<file path="src/rtl/ukey_pkg.sv">
package ukey_pkg;

    typedef enum logic [2:0] {
        ST_LOCKED = 3'd0,
        ST_KEY1   = 3'd1,
        ST_KEY2   = 3'd2,
        ST_KEY3   = 3'd3,
        ST_OPEN   = 3'd4
    } step_e;

    localparam logic [15:0] KEY_FIRST  = 16'h00A5;
    localparam logic [15:0] KEY_MIDDLE = 16'h0001;
    localparam logic [15:0] KEY_THIRD  = 16'hFFFE;
    localparam logic [15:0] KEY_CLOSE  = 16'h0000;

endpackage

</file>
<file path="src/rtl/ukey_word_match.sv">
module ukey_word_match
    import ukey_pkg::*;
#(
    parameter int DATA_W = 32
) (
    input  logic [DATA_W-1:0] wdata,
    output logic              m_first,
    output logic              m_mid,
    output logic              m_third,
    output logic              m_zero
);
    localparam logic [DATA_W-1:0] W_FIRST = DATA_W'(KEY_FIRST);
    localparam logic [DATA_W-1:0] W_MID   = DATA_W'(KEY_MIDDLE);
    localparam logic [DATA_W-1:0] W_THIRD = DATA_W'(KEY_THIRD);
    localparam logic [DATA_W-1:0] W_ZERO  = DATA_W'(KEY_CLOSE);

    always_comb begin
        m_first = (wdata == W_FIRST);
        m_mid   = (wdata == W_MID);
        m_third = (wdata == W_THIRD);
        m_zero  = (wdata == W_ZERO);
    end
endmodule

</file>
<file path="src/rtl/ukey_seq_fsm.sv">
module ukey_seq_fsm
    import ukey_pkg::*;
(
    input  logic clk,
    input  logic rst_n,
    input  logic key_wr,
    input  logic other_wr,
    input  logic m_first,
    input  logic m_mid,
    input  logic m_third,
    input  logic m_zero,
    output logic unlocked
);
    step_e state, state_nx;

    // Next-state selection for each step of the sequence.
    always_comb begin
        state_nx = state;
        unique case (state)
            ST_LOCKED: begin
                if (key_wr && m_first) state_nx = ST_KEY1;
            end
            ST_KEY1: begin
                if (other_wr)                 state_nx = ST_LOCKED;
                else if (key_wr && m_mid)     state_nx = ST_KEY2;
                else if (key_wr && m_first)   state_nx = ST_KEY1;
                else if (key_wr)              state_nx = ST_LOCKED;
            end
            ST_KEY2: begin
                if (other_wr)                 state_nx = ST_LOCKED;
                else if (key_wr && m_third)   state_nx = ST_KEY3;
                else if (key_wr && m_first)   state_nx = ST_KEY1;
                else if (key_wr)              state_nx = ST_LOCKED;
            end
            ST_KEY3: begin
                if (other_wr)                 state_nx = ST_LOCKED;
                else if (key_wr && m_mid)     state_nx = ST_OPEN;
                else if (key_wr && m_first)   state_nx = ST_KEY1;
                else if (key_wr)              state_nx = ST_LOCKED;
            end
            ST_OPEN: begin
                if (key_wr && m_zero) state_nx = ST_LOCKED;
            end
            default: state_nx = ST_LOCKED;
        endcase
    end

    always_ff @(posedge clk) begin
        if (!rst_n) state <= ST_LOCKED;
        else        state <= state_nx;
    end

    always_comb begin
        unlocked = (state == ST_OPEN);
    end

    assert_unlock_R2: assert property (@(posedge clk) disable iff (!rst_n)
        (state == ST_KEY3 && key_wr && m_mid && !other_wr) |=> (state == ST_OPEN));

    assert_open_entry_R2: assert property (@(posedge clk) disable iff (!rst_n)
        $rose(unlocked) |-> ($past(state) == ST_KEY3));

    assert_relock_R5: assert property (@(posedge clk) disable iff (!rst_n)
        (key_wr && m_zero) |=> (state == ST_LOCKED));

    assert_restart_R6: assert property (@(posedge clk) disable iff (!rst_n)
        ((state inside {ST_KEY1, ST_KEY2, ST_KEY3}) && key_wr && m_first && !other_wr)
        |=> (state == ST_KEY1));

    assert_abort_R7: assert property (@(posedge clk) disable iff (!rst_n)
        ((state inside {ST_KEY1, ST_KEY2, ST_KEY3}) && other_wr) |=> (state == ST_LOCKED));

    assert_hold_R11: assert property (@(posedge clk) disable iff (!rst_n)
        (!key_wr && !other_wr) |=> $stable(state));
endmodule

</file>
<file path="src/rtl/ukey_guard.sv">
module ukey_guard
    import ukey_pkg::*;
#(
    parameter int ADDR_W = 8,
    parameter int DATA_W = 32,
    parameter logic [ADDR_W-1:0] KEY_ADDR = '0
) (
    input  logic              clk,
    input  logic              rst_n,
    input  logic [ADDR_W-1:0] bus_addr,
    input  logic [DATA_W-1:0] bus_wdata,
    input  logic              bus_we,
    input  logic              bus_re,
    output logic [DATA_W-1:0] bus_rdata,
    output logic              write_allowed
);
    logic key_hit, key_wr, other_wr;
    logic m_first, m_mid, m_third, m_zero;
    logic unlocked;

    always_comb begin
        key_hit  = (bus_addr == KEY_ADDR);
        key_wr   = bus_we && key_hit;
        other_wr = bus_we && !key_hit;
    end

    ukey_word_match #(.DATA_W(DATA_W)) u_match (
        .wdata   (bus_wdata),
        .m_first (m_first),
        .m_mid   (m_mid),
        .m_third (m_third),
        .m_zero  (m_zero)
    );

    ukey_seq_fsm u_fsm (
        .clk      (clk),
        .rst_n    (rst_n),
        .key_wr   (key_wr),
        .other_wr (other_wr),
        .m_first  (m_first),
        .m_mid    (m_mid),
        .m_third  (m_third),
        .m_zero   (m_zero),
        .unlocked (unlocked)
    );

    always_comb begin
        write_allowed = other_wr && unlocked;
        bus_rdata     = (bus_re && key_hit) ? DATA_W'(unlocked) : '0;
    end

    assert_key_never_passes_R4: assert property (@(posedge clk) disable iff (!rst_n)
        (bus_we && key_hit) |-> !write_allowed);
endmodule

</file>
<file path="config.mk">
export PLATFORM = sky130hd
export DESIGN_NAME = ukey_guard
export DESIGN_NICKNAME = d
export VERILOG_FILES = /design/src/rtl/ukey_pkg.sv /design/src/rtl/ukey_word_match.sv /design/src/rtl/ukey_seq_fsm.sv /design/src/rtl/ukey_guard.sv
export SDC_FILE = /design/constraint.sdc
export NUM_CORES = 1
export LEC_CHECK = 0
export BUFFER_PORTS_ARGS = -buffer_cell sky130_fd_sc_hd__buf_4
export CAP_MARGIN = 10
export CORE_MARGIN = 5
export CORE_UTILIZATION = 31
export DETAILED_ROUTE_END_ITERATION = 7
export GPL_TIMING_DRIVEN = 0
export PLACE_DENSITY = 0.84
export SYNTH_ARGS = -nofsm -noshare
export SYNTH_HDL_FRONTEND = slang
export SYNTH_SLANG_ARGS = --single-unit
</file>
<file path="constraint.sdc">
create_clock -name clk -period 2 [get_ports clk]
set_input_delay 0.5 -clock clk [delete_from_list [all_inputs] [get_ports clk]]
set_output_delay 0.5 -clock clk [all_outputs]
set_load 0.005 [all_outputs]
</file>
==> results of run 1 <==
[critical path, stage by stage]
cell and delay (ns):
buf_4 0.11, nor4_1 0.33, nand2_2 0.12, and3_1 0.18, buf_4 0.13
[cells by family after synthesis]
family,after synthesis,share of synthesized area [%]
flops,3,10.3
compound gates,6,6.62
mux,1,1.71
simple gates,37,40.4
buf+inv,32,40.4
other cells,1,0.640
[cells in the final DEF (no fill, tap or decap), types with 2 or more instances in the layout]
cell / n
nor4_1: 10
nand4b_1: 3
clkbuf_4: 3
dfxtp_1: 3
nand3_1: 3
nor2_1: 2
nand2_1: 4
buf_4: 76
nand4_1: 3
nor3_1: 2
conb_1: 31
[worst max-delay path by stage]
stage	cells after the start	slack (ns)	end
after detailed placement	5	0.10	write_allowed
after global placement	5	0.13	write_allowed
after global routing	4	0.007	bus_rdata[0]
after CTS	5	0.10	write_allowed
after floorplan	4	0.36	u_fsm.state[1]
final	5	0.13	write_allowed
[area by class of cell]
cell class / instances / area, µm²
Multi-Input combinational cell: 75 / 402
Sequential cell: 3 / 60.1
Fill cell: 153 / 671
Clock buffer: 4 / 26.3
Timing Repair Buffer: 45 / 338
Buffer: 31 / 233
Inverter: 1 / 3.75
Tap cell: 25 / 31.3
[power groups by stage]
stage               clock, mW  combinational [mW]  sequential, mW
floorplan                   0              0.0670          0.0611
global placement            0               0.140          0.0611
detailed placement          0               0.143          0.0611
CTS                     0.110               0.143          0.0602
global route            0.121               0.162          0.0600
finish                  0.104               0.148          0.0602
[per-layer routing]
| layer | track usage (%) | share of wire (%) | up-vias |
|---|---|---|---|
| li1 | - | - | 393 |
| met1 | 11.0 | 29 | 333 |
| met2 | 28.2 | 51 | 65 |
| met3 | 7.89 | 19 | 0 |
| met4 | 2.98 | 0 | 0 |
| met5 | 0 | 0 | - |
[cell usage after synthesis, drive strengths merged]
cell	n
nand3	3
nor3b	1
and4	1
o211ai	1
conb	1
nor2	2
and2b	1
nor4b	1
or4	1
o21ai	1
dfxtp	3
o22ai	1
nand4	3
mux2i	1
or3	1
nor2b	1
nor3	2
a21o	1
o31ai	1
inv	1
a21oi	1
buf	31
and3	1
nand2	5
nor4	11
nand4b	3
==> results.ini, run 1 <==
[grt]
grt_use_total_pct = 13.9
antenna_found_initial = 0
grt_overflow = 0
grt_pass1_wl_mm = 2.94
grt_max_degree = 6
grt_pass1_vias = 754

[pwr]
net-switching-power_mw = 0.0802
combinationalPowerShare_pct = 47.3
fin_total_pwr_mw = 0.313
p_per_area_mw_per_mm2 = 286
intPower_mw = 0.232
p_leak_nw = 0.594
swShare_pct = 25.7
p_clk_share_pct = 33.4
vdd_drop_max_mv = 0.495
seqPwrFrac_pct = 19.3

[clocking]
cts_hold_buf = 0
root_buffer = clkbuf_4
clockBufferDepth = 2
clk_latency_ns = 0.23
cts_max_level = 1
clock-sinks = 3
cts_setup_buffers = 0
cts_buffers = 3
clkTransAtPathRegs_ns = 0.04
cts_resized = 0
cts_tree = yes

[cells_and_area]
nets = 204
syn2layout_area_growth_pct = 86.8
diodes = 0
largest_reg_flops = 3
top_regs = u_fsm.state: 3 flops
finalNonFillerCells = 184
regMostFlops = u_fsm.state
utilization_pct = 62.0
drive_gt1_share_pct = 51.6
stdcell_area_mm2 = 0.00109

[synth]
synth_area_leaders = buf_4, nor4_1, dfxtp_1
synth_area_per_cell_um2 = 7.32
postSynthCellCount = 80
seq_area_frac_synth_pct = 10.3
synth_area_leader_cell = buf_4
synth_top_area_share_pct = 39.7
synth_area_um2 = 586
netlist-cell-type-count = 28
ys_seq_elements = 3
ys_warn_count = 0

[hold_path]
whs_path_depth = 2
hold_path.class = reg2reg
hold_start = u_fsm.state[0]
hold_end = u_fsm.state[1]

[critical_path]
crit_required_ns = 1.50
crit_start = bus_addr[5]
r2r-end = u_fsm.state[0]
worstSetupStartpointType = primary input
reg2regPathDepth = 5
end_kind = output pin
r2r-start = u_fsm.state[0]
rrSetupSlack_ns = 0.49
critPathKind = in2out
arrival_ns = 1.37
path_max_fanout = 4

[place]
dpl_cell_area_mm2 = 0.00107
hpwlAfterDp_mm = 1.87
gp_congestion = 0.702
port_buffers = 45
pre_cts_ws_ns = 0.102
dp_cells = 180

[timing]
report.final.setup_viol = 0
skew_ns = 0.00223
fin_crit_sh_pct = 93.6
holdWs_ns = 0.512
grt_setup_unrepaired = no
setup_ws_ns = 0.128
timing.final.max_slew_violations = 0
fmax_ghz = 0.534
finalSetupTns_ns = 0
timing.final.crit_period_ns = 1.87
finalHoldViolCount = 0

[floorplanning]
initial_core_util_pct = 33.2
die_y_um = 53.5
rows = 15
ioPinCount = 77
die_w_um = 53.5
core_region_area_mm2 = 0.00176
die-area_mm2 = 0.00286

[route]
via_per_inst = 4.30
drcViolationCount = 0
postRouteAntennaNets = 0
firstDrtPassIters = 4
wirelength_mm = 2.12
drt-initial-drc-count = 6
routedWlPerCell_um = 11.5
dr_total_vias = 791

[run_status]
status = completed

[run]
cap_viol_max_count = 0

Power figures use the tool's default switching activity.
==> run 2: changes to the inputs <==
--- a/config.mk
+++ b/config.mk
@@ -7,11 +7,12 @@
 export LEC_CHECK = 0
 export BUFFER_PORTS_ARGS = -buffer_cell sky130_fd_sc_hd__buf_4
 export CAP_MARGIN = 10
-export CORE_MARGIN = 5
+export CORE_MARGIN = 10
 export CORE_UTILIZATION = 31
 export DETAILED_ROUTE_END_ITERATION = 7
 export GPL_TIMING_DRIVEN = 0
 export PLACE_DENSITY = 0.84
+export SLEW_MARGIN = 20
 export SYNTH_ARGS = -nofsm -noshare
 export SYNTH_HDL_FRONTEND = slang
 export SYNTH_SLANG_ARGS = --single-unit
==> results.ini, run 2 (synthesized netlist as in run 1, its figures left out) <==
[critical_path]
arrival_ns = 1.37  ; about the same
crit_required_ns = 1.50  ; about the same
rrSetupSlack_ns = 0.47  ; -0.02 ns
path_max_fanout = 4  ; unchanged
critPathKind = in2out
reg2regPathDepth = 5  ; unchanged
end_kind = output pin
r2r-start = u_fsm.state[0]
r2r-end = u_fsm.state[0]
worstSetupStartpointType = primary input

[timing]
setup_ws_ns = 0.130  ; +0.00220 ns
finalSetupTns_ns = 0  ; unchanged
skew_ns = 0.000660  ; -0.00157 ns
grt_setup_unrepaired = no
report.final.setup_viol = 0  ; unchanged
timing.final.crit_period_ns = 1.87  ; -0.00219 ns
finalHoldViolCount = 0  ; unchanged
fmax_ghz = 0.535  ; +0.12%
timing.final.max_slew_violations = 0  ; unchanged
holdWs_ns = 0.544  ; +0.0320 ns
fin_crit_sh_pct = 93.5  ; -0.11 points

[hold_path]
whs_path_depth = 2  ; unchanged
hold_start = u_fsm.state[0]
hold_path.class = reg2reg
hold_end = u_fsm.state[1]

[route]
dr_total_vias = 796  ; +0.63%
via_per_inst = 4.33  ; +0.63%
drt-initial-drc-count = 34  ; +28
drcViolationCount = 0  ; unchanged
postRouteAntennaNets = 0  ; unchanged
firstDrtPassIters = 4  ; unchanged
routedWlPerCell_um = 13.7  ; +19%
wirelength_mm = 2.52  ; +19%

[clocking]
cts_tree = yes
cts_buffers = 3  ; unchanged
cts_hold_buf = 0  ; unchanged
clk_latency_ns = 0.23  ; about the same
cts_resized = 0  ; unchanged
clockBufferDepth = 2  ; unchanged
clkTransAtPathRegs_ns = 0.04  ; about the same
root_buffer = clkbuf_4
clock-sinks = 3  ; unchanged
cts_max_level = 1  ; unchanged
cts_setup_buffers = 0  ; unchanged

[floorplanning]
initial_core_util_pct = 33.2  ; unchanged
die_y_um = 63.5  ; +19%
core_region_area_mm2 = 0.00176  ; unchanged
ioPinCount = 77  ; unchanged
die-area_mm2 = 0.00403  ; +41%
die_w_um = 63.5  ; +19%
rows = 15  ; unchanged

[place]
hpwlAfterDp_mm = 2.32  ; +24%
pre_cts_ws_ns = 0.0746  ; -0.0271 ns
port_buffers = 45  ; unchanged
gp_congestion = 0.755  ; +7.5%

[cells_and_area]
largest_reg_flops = 3  ; unchanged
top_regs = u_fsm.state: 3 flops
drive_gt1_share_pct = 51.6  ; unchanged
nets = 204  ; unchanged
diodes = 0  ; unchanged
regMostFlops = u_fsm.state
syn2layout_area_growth_pct = 86.8  ; unchanged
mostFrequentLayoutCells = buf_4, conb_1, nor4_1
fill_cells = 175  ; +14%
layout_commonest_cell = buf_4

[grt]
antenna_found_initial = 0  ; unchanged
grt_overflow = 0  ; unchanged
grt_pass1_wl_mm = 4.00  ; +36%
grt_use_total_pct = 12.0  ; -1.9 points
grt_max_degree = 6  ; unchanged
grt_pass1_vias = 855  ; +13%

[run_status]
status = completed

[run]
cap_viol_max_count = 0  ; unchanged

[pwr]
p_per_area_mw_per_mm2 = 288  ; +0.60%
fin_total_pwr_mw = 0.314  ; +0.60%
p_leak_nw = 0.594  ; unchanged
vdd_drop_max_mv = 0.205  ; -58%

==> run 2: stage by stage <==
stage                     util [%]  cells  cell area [µm²]
after floorplan                  -    110              698
after global placement        60.5    180             1070
after detailed placement      60.5    180             1070
after CTS                     62.0    184             1090
after global routing          62.0    184             1090
final                         62.0    184             1090
==> run 2: power by group <==
| part | switching (mW) | total, mW | internal, mW |
|---|---|---|---|
| clock | 0.0302 | 0.105 | 0.0747 |
| combinational | 0.0518 | 0.149 | 0.0976 |
| sequential | 0.0000000000000305 | 0.0601 | 0.0601 |
| total | 0.0820 | 0.314 | 0.232 |
==> run 2: worst max-delay path by stage <==
stage	slack, ns	start	cells past startpoint	endpoint
6_report	0.13	bus_addr[7]	5	write_allowed
5_1_grt	0.04	bus_addr[7]	5	write_allowed
4_1_cts	0.11	bus_addr[7]	5	write_allowed
3_5_place_dp	0.07	bus_wdata[3]	5	u_fsm.state[1]
3_3_place_gp	0.12	bus_addr[7]	5	write_allowed
2_1_floorplan	0.36	bus_wdata[3]	4	u_fsm.state[1]
==> run 2: layout make-up <==
class / count / area (µm²) / share of cell area [%]
buffer: 31 / 233 / 21.3
clock buffer: 4 / 26.3 / 2.40
inverter: 1 / 3.75 / 0.343
multi-input combinational: 75 / 402 / 36.7
sequential: 3 / 60.1 / 5.49
tap: 25 / 31.3 / 2.86
timing repair buffer: 45 / 338 / 30.9
==> run 2: worst max-delay path, stage by stage <==
cell	delay (ns)
buf_4	0.11
nor4_1	0.32
nand2_2	0.12
and3_1	0.19
buf_4	0.13
==> run 2: per-layer routing <==
metal / up-vias / routed length (µm) / GRT usage (%)
met3: 4 / 280 / 5.65
li1: 392 / - / -
met5: - / 0 / 0
met2: 71 / 1280 / 21.6
met1: 329 / 941 / 12.3
met4: 0 / 21 / 2.46
==> run 3: changes to the inputs <==
--- a/config.mk
+++ b/config.mk
@@ -7,11 +7,14 @@
 export LEC_CHECK = 0
 export BUFFER_PORTS_ARGS = -buffer_cell sky130_fd_sc_hd__buf_4
 export CAP_MARGIN = 10
+export CELL_PAD_IN_SITES_DETAIL_PLACEMENT = 0
+export CELL_PAD_IN_SITES_GLOBAL_PLACEMENT = 1
 export CORE_MARGIN = 10
-export CORE_UTILIZATION = 31
+export CORE_UTILIZATION = 18
 export DETAILED_ROUTE_END_ITERATION = 7
 export GPL_TIMING_DRIVEN = 0
-export PLACE_DENSITY = 0.84
+export PLACE_DENSITY = 0.82
+export RECOVER_POWER = 25
 export SLEW_MARGIN = 20
 export SYNTH_ARGS = -nofsm -noshare
 export SYNTH_HDL_FRONTEND = slang
==> results.ini, run 3 (synthesized netlist as in run 1, its figures left out) <==
[run_status]
status = completed

[grt]
grt_pass1_vias = 773  ; -9.6%
antenna_found_initial = 0  ; unchanged
grt_use_total_pct = 7.76  ; -4.2 points
grt_pass1_wl_mm = 3.75  ; -6.1%
grt_max_degree = 6  ; unchanged
grt_overflow = 0  ; unchanged

[timing]
report.final.setup_viol = 0  ; unchanged
finalHoldViolCount = 0  ; unchanged
timing.final.crit_period_ns = 1.87  ; -0.00313 ns
grt_setup_unrepaired = no
skew_ns = 0.00154  ; +0.000882 ns
timing.final.max_slew_violations = 0  ; unchanged
setup_ws_ns = 0.133  ; +0.00313 ns
finalSetupTns_ns = 0  ; unchanged
fin_crit_sh_pct = 93.3  ; -0.16 points
fmax_ghz = 0.536  ; +0.17%

[clocking]
clkTransAtPathRegs_ns = 0.03  ; about the same
cts_setup_buffers = 0  ; unchanged
cts_hold_buf = 0  ; unchanged
cts_max_level = 1  ; unchanged
clockBufferDepth = 2  ; unchanged
cts_buffers = 3  ; unchanged
clock-sinks = 3  ; unchanged
clk_latency_ns = 0.23  ; about the same
root_buffer = clkbuf_4
cts_tree = yes
cts_resized = 0  ; unchanged

[pwr]
swShare_pct = 25.7  ; -0.35 points
p_clk_share_pct = 33.6  ; +0.2 points
p_leak_nw = 0.595  ; +0.19%
combinationalPowerShare_pct = 47.1  ; -0.4 points
net-switching-power_mw = 0.0802  ; -2.2%
seqPwrFrac_pct = 19.3  ; +0.2 points
intPower_mw = 0.232  ; -0.40%
vdd_drop_max_mv = 0.144  ; -30%
p_per_area_mw_per_mm2 = 279  ; -3.1%

[cells_and_area]
multiInputGateArea_um2 = 407  ; +1.2%
largest_reg_flops = 3  ; unchanged
drive_gt1_share_pct = 51.6  ; unchanged
stdcell_area_mm2 = 0.00112  ; +2.3%
diodes = 0  ; unchanged
fill_cells = 340  ; +94%
regMostFlops = u_fsm.state
mostFrequentLayoutCells = buf_4, conb_1, nor4_1
syn2layout_area_growth_pct = 91.0
seqCellArea_um2 = 60.1  ; unchanged
top_regs = u_fsm.state: 3 flops
layout_commonest_cell = buf_4
nets = 204  ; unchanged

[route]
routedWlPerCell_um = 12.1  ; -12%
drcViolationCount = 0  ; unchanged
via_per_inst = 3.72  ; -14%
drt-initial-drc-count = 14  ; -59%
firstDrtPassIters = 4  ; unchanged
postRouteAntennaNets = 0  ; unchanged
dr_total_vias = 755  ; -5.2%
wirelength_mm = 2.46  ; -2.5%

[critical_path]
arrival_ns = 1.37  ; about the same
r2r-end = u_fsm.state[0]
r2r-start = u_fsm.state[0]
end_kind = output pin
rrSetupSlack_ns = 0.51  ; +0.04 ns
crit_path_end = write_allowed
worstSetupStartpointType = primary input
reg2regPathDepth = 5  ; unchanged
crit_start = bus_addr[7]
crit_required_ns = 1.50  ; about the same
path_max_fanout = 4  ; unchanged
critPathKind = in2out

[floorplanning]
die_w_um = 77.0  ; +21%
core_region_area_mm2 = 0.00308  ; +74%
die_y_um = 77.0  ; +21%
initial_core_util_pct = 19.0  ; -14 points
rows = 20  ; +5
die-area_mm2 = 0.00593  ; +47%
ioPinCount = 77  ; unchanged

[place]
dpl_cell_area_mm2 = 0.00109  ; +2.2%
hpwlAfterDp_mm = 2.31  ; -0.42%
pre_cts_ws_ns = 0.118  ; +0.0433 ns
gp_congestion = 0.915  ; +21%
port_buffers = 45  ; unchanged

[hold_path]
hold_path.class = reg2reg

[run]
cap_viol_max_count = 0  ; unchanged

## run 3: area by class of cell
type / count / area share (%)
Clock buffer: 4 / 2.35
Timing Repair Buffer: 45 / 29.9
Tap cell: 44 / 4.92
Multi-Input combinational cell: 75 / 36.4
Sequential cell: 3 / 5.37
Buffer: 31 / 20.8
Inverter: 1 / 0.336
## run 3: power by group through the flow
stage	Clock (mW)	Combinational, mW	Sequential, mW
final	0.105	0.147	0.0602
after global routing	0.115	0.161	0.0601
after CTS	0.113	0.143	0.0601
after detailed placement	0	0.143	0.0611
after global placement	0	0.141	0.0611
after floorplan	0	0.0670	0.0611
## run 3: worst min-delay path by stage
stage                              start             end  cells after the start
after detailed placement  u_fsm.state[0]  u_fsm.state[1]                      2
after CTS                 u_fsm.state[0]  u_fsm.state[1]                      2
final                     u_fsm.state[0]  u_fsm.state[1]                      2
after floorplan           u_fsm.state[0]  u_fsm.state[1]                      2
after global placement    u_fsm.state[0]  u_fsm.state[1]                      2
after global routing      u_fsm.state[0]  u_fsm.state[1]                      2
## run 3: critical path, stage by stage
cell     delay [ns]
buf_4          0.11
nor4_1         0.32
nand2_2        0.13
and3_1         0.18
buf_4          0.13
## run 3: stage by stage
stage | cells | utilization [%] | hold slack, ns | power (mW)
global route | 203 | 36.3 | 0.550 | 0.336
CTS | 203 | 36.3 | 0.515 | 0.316
floorplan | 110 | - | 0.469 | 0.128
finish | 203 | 36.3 | 0.522 | 0.312
global placement | 199 | 35.4 | 0.502 | 0.202
detailed placement | 199 | 35.4 | 0.507 | 0.204
## run 3: routing by layer
metal | part of all wire [%] | GRT usage [%] | vias to the layer above
met3 | 9.3 | 3.15 | 0
met2 | 54 | 15.3 | 46
met5 | 0 | 0 | -
li1 | - | - | 393
met4 | 0 | 2.19 | 0
met1 | 36 | 7.02 | 316
